===== config.mk =====
export PLATFORM = sky130hd
export DESIGN_NAME = hsx_unit
export DESIGN_NICKNAME = d
export VERILOG_FILES = /design/src/rtl/hsx_pkg.sv /design/src/rtl/hsx_lane.sv /design/src/rtl/hsx_ctrl.sv /design/src/rtl/hsx_unit.sv
export SDC_FILE = /design/constraint.sdc
export NUM_CORES = 1
export LEC_CHECK = 0
export ABC_AREA = 1
export BUFFER_PORTS_ARGS = -buffer_cell sky130_fd_sc_hd__buf_2
export CAP_MARGIN = 10
export CORE_MARGIN = 2
export CORE_UTILIZATION = 57
export DETAILED_ROUTE_END_ITERATION = 12
export PLACE_DENSITY = 0.87
export REMOVE_ABC_BUFFERS = 1
export SYNTH_ARGS = -nofsm -noshare
export SYNTH_HDL_FRONTEND = slang
export SYNTH_HIERARCHICAL = 1
export SYNTH_SLANG_ARGS = --single-unit

===== constraint.sdc =====
create_clock -name clk -period 4.9 [get_ports clk]
set_clock_uncertainty 0.2 [all_clocks]
set_input_delay 0.735 -clock clk [delete_from_list [all_inputs] [get_ports clk]]
set_output_delay 0.735 -clock clk [all_outputs]
set_load 0.005 [all_outputs]

===== src/rtl/hsx_pkg.sv =====
package hsx_pkg;

    // Output register state
    typedef enum logic [1:0] {
        ST_IDLE  = 2'd0,
        ST_FRESH = 2'd1,
        ST_HOLD  = 2'd2
    } hsx_state_e;

    localparam int GE_PAIRS = 2;
    localparam int GE_W     = 2 * GE_PAIRS;

endpackage


===== src/rtl/hsx_lane.sv =====
// One packed lane: either a subtract reporting "no borrow"
// or an add reporting "carry out".
module hsx_lane #(
    parameter int LANE_W = 16,
    parameter bit IS_SUB = 1'b0
) (
    input  logic [LANE_W-1:0] lhs,
    input  logic [LANE_W-1:0] rhs,
    output logic [LANE_W-1:0] value,
    output logic              flag
);

    logic [LANE_W:0] wide;

    generate
        if (IS_SUB) begin : g_sub
            // lhs + ~rhs + 1: the top bit is 1 exactly when no borrow occurs
            always_comb wide = {1'b0, lhs} + {1'b0, ~rhs} + {{LANE_W{1'b0}}, 1'b1};
        end else begin : g_add
            always_comb wide = {1'b0, lhs} + {1'b0, rhs};
        end
    endgenerate

    assign value = wide[LANE_W-1:0];
    assign flag  = wide[LANE_W];

endmodule


===== src/rtl/hsx_ctrl.sv =====
// Tracks the output register: empty, freshly written, or holding.
module hsx_ctrl
    import hsx_pkg::*;
(
    input  logic clk,
    input  logic rst,
    input  logic in_valid,
    output logic capture,
    output logic out_valid
);

    hsx_state_e state_q, state_d;

    // state register
    always_ff @(posedge clk) begin
        if (rst) state_q <= ST_IDLE;
        else     state_q <= state_d;
    end

    // transitions
    always_comb begin
        state_d = state_q;
        unique case (state_q)
            ST_IDLE:  state_d = in_valid ? ST_FRESH : ST_IDLE;
            ST_FRESH: state_d = in_valid ? ST_FRESH : ST_HOLD;
            ST_HOLD:  state_d = in_valid ? ST_FRESH : ST_HOLD;
            default:  state_d = ST_IDLE;
        endcase
    end

    // outputs
    always_comb begin
        capture   = in_valid;
        out_valid = 1'b0;
        unique case (state_q)
            ST_IDLE:  out_valid = 1'b0;
            ST_FRESH: out_valid = 1'b1;
            ST_HOLD:  out_valid = 1'b0;
            default:  out_valid = 1'b0;
        endcase
    end

endmodule


===== src/rtl/hsx_unit.sv =====
// Packed halfword subtract-add with operand exchange, registered output.
module hsx_unit
    import hsx_pkg::*;
#(
    parameter int LANE_W = 16,
    localparam int DATA_W = 2 * LANE_W
) (
    input  logic              clk,
    input  logic              rst,
    input  logic              in_valid,
    input  logic [DATA_W-1:0] op_a,
    input  logic [DATA_W-1:0] op_b,
    output logic [DATA_W-1:0] res,
    output logic              res_valid,
    output logic [GE_W-1:0]   ge
);

    logic [LANE_W-1:0] hi_val, lo_val;
    logic              no_borrow, carry_out;
    logic              capture;
    logic [LANE_W-1:0] b_swap_hi, b_swap_lo;

    // exchange the halves of the second operand
    assign b_swap_hi = op_b[LANE_W-1:0];
    assign b_swap_lo = op_b[DATA_W-1:LANE_W];

    hsx_lane #(.LANE_W(LANE_W), .IS_SUB(1'b1)) u_hi (
        .lhs  (op_a[DATA_W-1:LANE_W]),
        .rhs  (b_swap_hi),
        .value(hi_val),
        .flag (no_borrow)
    );

    hsx_lane #(.LANE_W(LANE_W), .IS_SUB(1'b0)) u_lo (
        .lhs  (op_a[LANE_W-1:0]),
        .rhs  (b_swap_lo),
        .value(lo_val),
        .flag (carry_out)
    );

    hsx_ctrl u_ctrl (
        .clk      (clk),
        .rst      (rst),
        .in_valid (in_valid),
        .capture  (capture),
        .out_valid(res_valid)
    );

    always_ff @(posedge clk) begin
        if (rst) begin
            res <= '0;
            ge  <= '0;
        end else if (capture) begin
            res <= {hi_val, lo_val};
            ge  <= {{GE_PAIRS{no_borrow}}, {GE_PAIRS{carry_out}}};
        end
    end

endmodule


After elaboration in Yosys (flattened, before gate mapping)

Cells that the tools add are included.

Register bits after elaboration: 37
Bits in latches: 0
Memories: 0
Memory bits (writable): 0
Memory bits (read-only): 0
Logic and storage cells: 15

Magnitude comparators: 0
Multipliers: 0
Bitwise gates (word level): 1
Reductions and logical operators: 2
Mux-type cells: 4
Add/sub/neg operators: 3
Divide/modulo/power cells: 0
Equality and inequality tests: 2
Shift-type cells: 0

Operators with widths:

| cell                  | count |
|---|---|
| $add 16x16->17        | 2 |
| $add 17x1->17 const B | 1 |
| $not 16->16           | 1 |
| $pmux 2 s2            | 1 |
| $eq 2x1->1 const B    | 1 |
| $eq 2x2->1 const B    | 1 |
| $logic_not 2->1       | 1 |
| $mux 1                | 2 |
| $mux 2                | 1 |
| $reduce_or 2->1       | 1 |

Logic depth before layout (Yosys ltp)

Depth in word-level cells: 3
Mapped depth: 15
Mapped depth without buffers: 15

Hierarchy

Netlist, hierarchy kept.

By module, submodules not included:

| module           | cells an instance | times used | area each (sq um) |
|---|---|---|---|
| hsx_unit         | 218               | 1          | 1417.6 |
| hsx_lane at u_hi | 206               | 1          | 1042.2 |
| hsx_lane at u_lo | 185               | 1          | 979.7 |
| hsx_ctrl         | 15                | 1          | 127.6 |

Worst setup path before layout

No wires, ideal clock.

Path kind: input to register
Start: input op_a[16]
End: register res[28]
Data arrival time: 2.046 ns
Stages on the path: 14
Slack: 2.590 ns
Path buffers: 0
Cell sequence: inv_1 > ha_1 > fa_1 > inv_1 > nand3_1 > nand3_1 > nand3_1 > nand3_1 > nand2_1 > nand2_1 > inv_1 > nand2_1 > nand2_1 > nor2_1

Cells in the longest elaborated chain, start to end: 2

Ends and longest elaborated chain:

| what                 | line           | RTL |
|---|---|---|
| start, declared      | hsx_unit.sv:11 | `input logic [DATA_W-1:0] op_a,` |
| $add 16x16->17       | hsx_lane.sv:18 | `always_comb wide = {1'b0, lhs} + {1'b0, ~rhs} + {{LANE_W{1'b0}}, 1'b1};` |
| $add 17x1->17        | hsx_lane.sv:18 |  |
| via hi_val[12]       | hsx_unit.sv:18 | `logic [LANE_W-1:0] hi_val, lo_val;` |
| end signal, assigned | hsx_unit.sv:54 | `res <= {hi_val, lo_val};` |
| end, declared        | hsx_unit.sv:13 | `output logic [DATA_W-1:0] res,` |

The timed path passes the listed nets, and every way through them passes these cells.
A chain may end at the register's enable or synchronous reset.

Worst setup path in the final report

Same ends and word-level chain as after synthesis.

==> results by group <==
Status
  • Status: finished, final reports clean

Timing
  • Final Setup Violations: 0
  • RSZ-0062 raised after global routing: false
  • Slew Viols, Final: 0
  • Measured slew at the worst slew-check pin: 1.17 ns
  • Post-layout minimum cycle time: around 2.3 ns
  • Tightest hold margin: roughly 0.27 ns
  • Setup TNS Final: 0 ns
  • Rel. slew slack: between 20 and 25%
  • Endpoints failing hold: 0
  • Tcrit/Tclk final: between 40% and 50%
  • FMAX: 437 MHz

Place
  • Detailed Place HPWL: ~6500 um
  • Number of port buffers: between 100 and 150
  • Final GP Congestion: 0.883

Worst hold path
  • Beginning of the worst hold path: res[31]
  • Hold EP: res[31]
  • Worst min path class: flop to flop
  • WHS Path Cells: 2

Worst setup path
  • CP max FO: 3
  • Worst Setup SP: op_a[16]
  • Startpoint types: input port
  • CP Buf/Inv Count: 4
  • Kind of cell adding the most delay to the critical path: simple AND/OR/NAND/NOR gates
  • Critical Path Max Stage Delay: roughly 0.40 ns
  • Worst flop-to-flop path endpoint: u_ctrl/state_q[0]
  • Crit. End Element: flop
  • Critical R2R Launch: u_ctrl/state_q[0]
  • CP max stage cell: fa_1
  • Worst path required time: approximately 5 ns
  • Crit Path Class: input port to flop
  • R2R Setup Slk: roughly 3.7 ns
  • Cell chain of the critical path: buf_2 -> inv_1 -> ha_1 -> fa_1 -> inv_1 -> nand3_1 -> nand3_1 -> nand3_1 -> nand3_1 -> nand2_1 -> nand2_1 -> inv_1 -> nand2_1 -> nand2_1 -> nor2_1
  • CP arrival: ~2.3 ns
  • R2R depth: 4

Synthesis
  • Cells after Synth: 624
  • Synthesized flop and latch total: 36
  • Synth top area cells: nand2_1, dfxtp_1, inv_1
  • Syn. warnings: 6
  • Yosys top cell by area: nand2_1
  • Synth Cell Area: 3570 um2
  • Syn avg cell area: 5.72 um2
  • Top-area cell type share of the netlist area: between 20% and 30%
  • Register area share after synthesis: between 20% and 30%
  • Synth cell types: 28

Global routing
  • First-pass GRT wire length: between 10,000 and 15,000 um
  • Grt ovf: 0
  • Total GRT Usage: 23.6%
  • Largest net degree at the start of global routing: between 70 and 80
  • Initial antenna violation count: 0
  • Number of global-route vias before repair: between 3,000 and 4,000

Clock network
  • Post-CTS Hold Buffers: 0
  • CTS tree: yes
  • Clk_lat worst skew: about 0.29 ns
  • Clock slew at reported path FFs: 0.07 ns
  • Post-CTS resize count: 0
  • Setup Fix Bufs, Post-CTS: 0
  • Clock sinks: 36
  • CTS buffer count: 5
  • Clock buffer depth: 2
  • H-tree Lvls: 2
  • CTS root buffer: clkbuf_8

Power and ir drop
  • Pwr/cell area: approximately 230 nW/um2
  • Leak: approximately 0.0027 uW
  • Worst vdd ir: about 0.12 mV

Route
  • # DRC: 0
  • Initial DRT Pass Iterations: 4
  • 1st-iter DRT viols: between 100 and 150
  • DR vias/cell: between 4 and 5
  • WL per Instance: roughly 10 um
  • Vias: between 3,000 and 4,000
  • Post-route ant nets: 0
  • DRT Wirelength: about 8000 um

Final layout
  • Area added between synthesis and finish: 16.9%
  • Most frequent cells in the layout: nand2_1, inv_1, buf_2
  • Most common cell after layout, fill and taps aside: nand2_1
  • Nets: 824
  • Ant. Diodes: 0
  • Share of layout cells above drive strength 1: roughly 20%

Die
  • Die X: ~83 um
  • Rows: 28
  • Core Area: 5990 um2
  • Die Y: between 80 and 90 um
  • I/O pins: ~100
  • Full die area: 6910 um2
  • Initial cell density of the core: 59.5%

Flow run
  • Max cap viols: 0
-- worst max path at each step --
stage	to	slack [ns]	cells after the start
2_1_floorplan	res[28]	2.57	14
3_3_place_gp	res[14]	2.36	15
3_5_place_dp	res[14]	2.32	15
4_1_cts	res[28]	2.61	15
5_1_grt	res[28]	2.44	15
6_report	res[28]	2.61	15
-- area by class of cell --
type | instances | area [um2]
clock buffers | 7 | 96.3
flip-flops and latches | 36 | 721
repair buffers | 103 | 515
multi-input cells | 438 | 2230
well taps | 75 | 93.8
inverters | 136 | 510
fillers | 539 | 1820
-- metrics by stage --
step	setup WS (ns)	total power [uW]	instance area (um2)	util [%]	instances
2_1_floorplan	2.57	605	3460	-	610
3_3_place_gp	2.36	708	4070	68.0	788
4_1_cts	2.61	955	4170	69.6	795
6_report	2.61	949	4170	69.6	795
3_5_place_dp	2.32	722	4070	68.0	788
5_1_grt	2.44	1030	4170	69.6	795
-- worst reg2reg max path: stages (launching register included) --
cell and delay [ns]:
dfxtp_1 0.37, inv_1 0.06, ha_1 0.30, nor2_1 0.12, nor2_2 0.05
-- layer usage --
layer	GRT usage [%]	share of wire (%)	up-vias
li1	-	-	2011
met1	24.5	40	1615
met2	48.2	53	107
met3	2.39	5.0	12
met4	7.90	1.9	0
met5	0	0	-
-- report_power, final --
group | switching [uW] | leakage, uW | internal, uW
clock | 108 | 0.0000503 | 125
combinational | 225 | 0.00239 | 156
sequential | 14.6 | 0.000299 | 320
-- logic make-up (layout without fill, tap and decap cells) --
group	count (synthesis)	in the layout	share of synthesized area, %
compound gates	17	17	2.63
xor+xnor	14	14	3.44
fa+ha+maj	37	37	13.4
buf+inv	150	246	17.2
flops	36	36	20.2
simple gates	370	370	43.1
-- synth_stat cells (all sizes together) --
| cell | n |
|---|---|
| fa | 2 |
| buf | 14 |
| a211oi | 2 |
| nand3 | 22 |
| nand2 | 239 |
| xor2 | 10 |
| clkinv | 2 |
| a21oi | 15 |
| ha | 35 |
| or2 | 3 |
| nor3 | 6 |
| nor2 | 94 |
| xnor2 | 4 |
| and2 | 1 |
| nand3b | 2 |
| inv | 134 |
| dfxtp | 36 |
| nand4 | 3 |
-- registers in the layout (all words and copies together) (netlist names) --
name            count
ge                  2
u_ctrl/state_q      2
res                32
(Power assumes the default switching activity.)
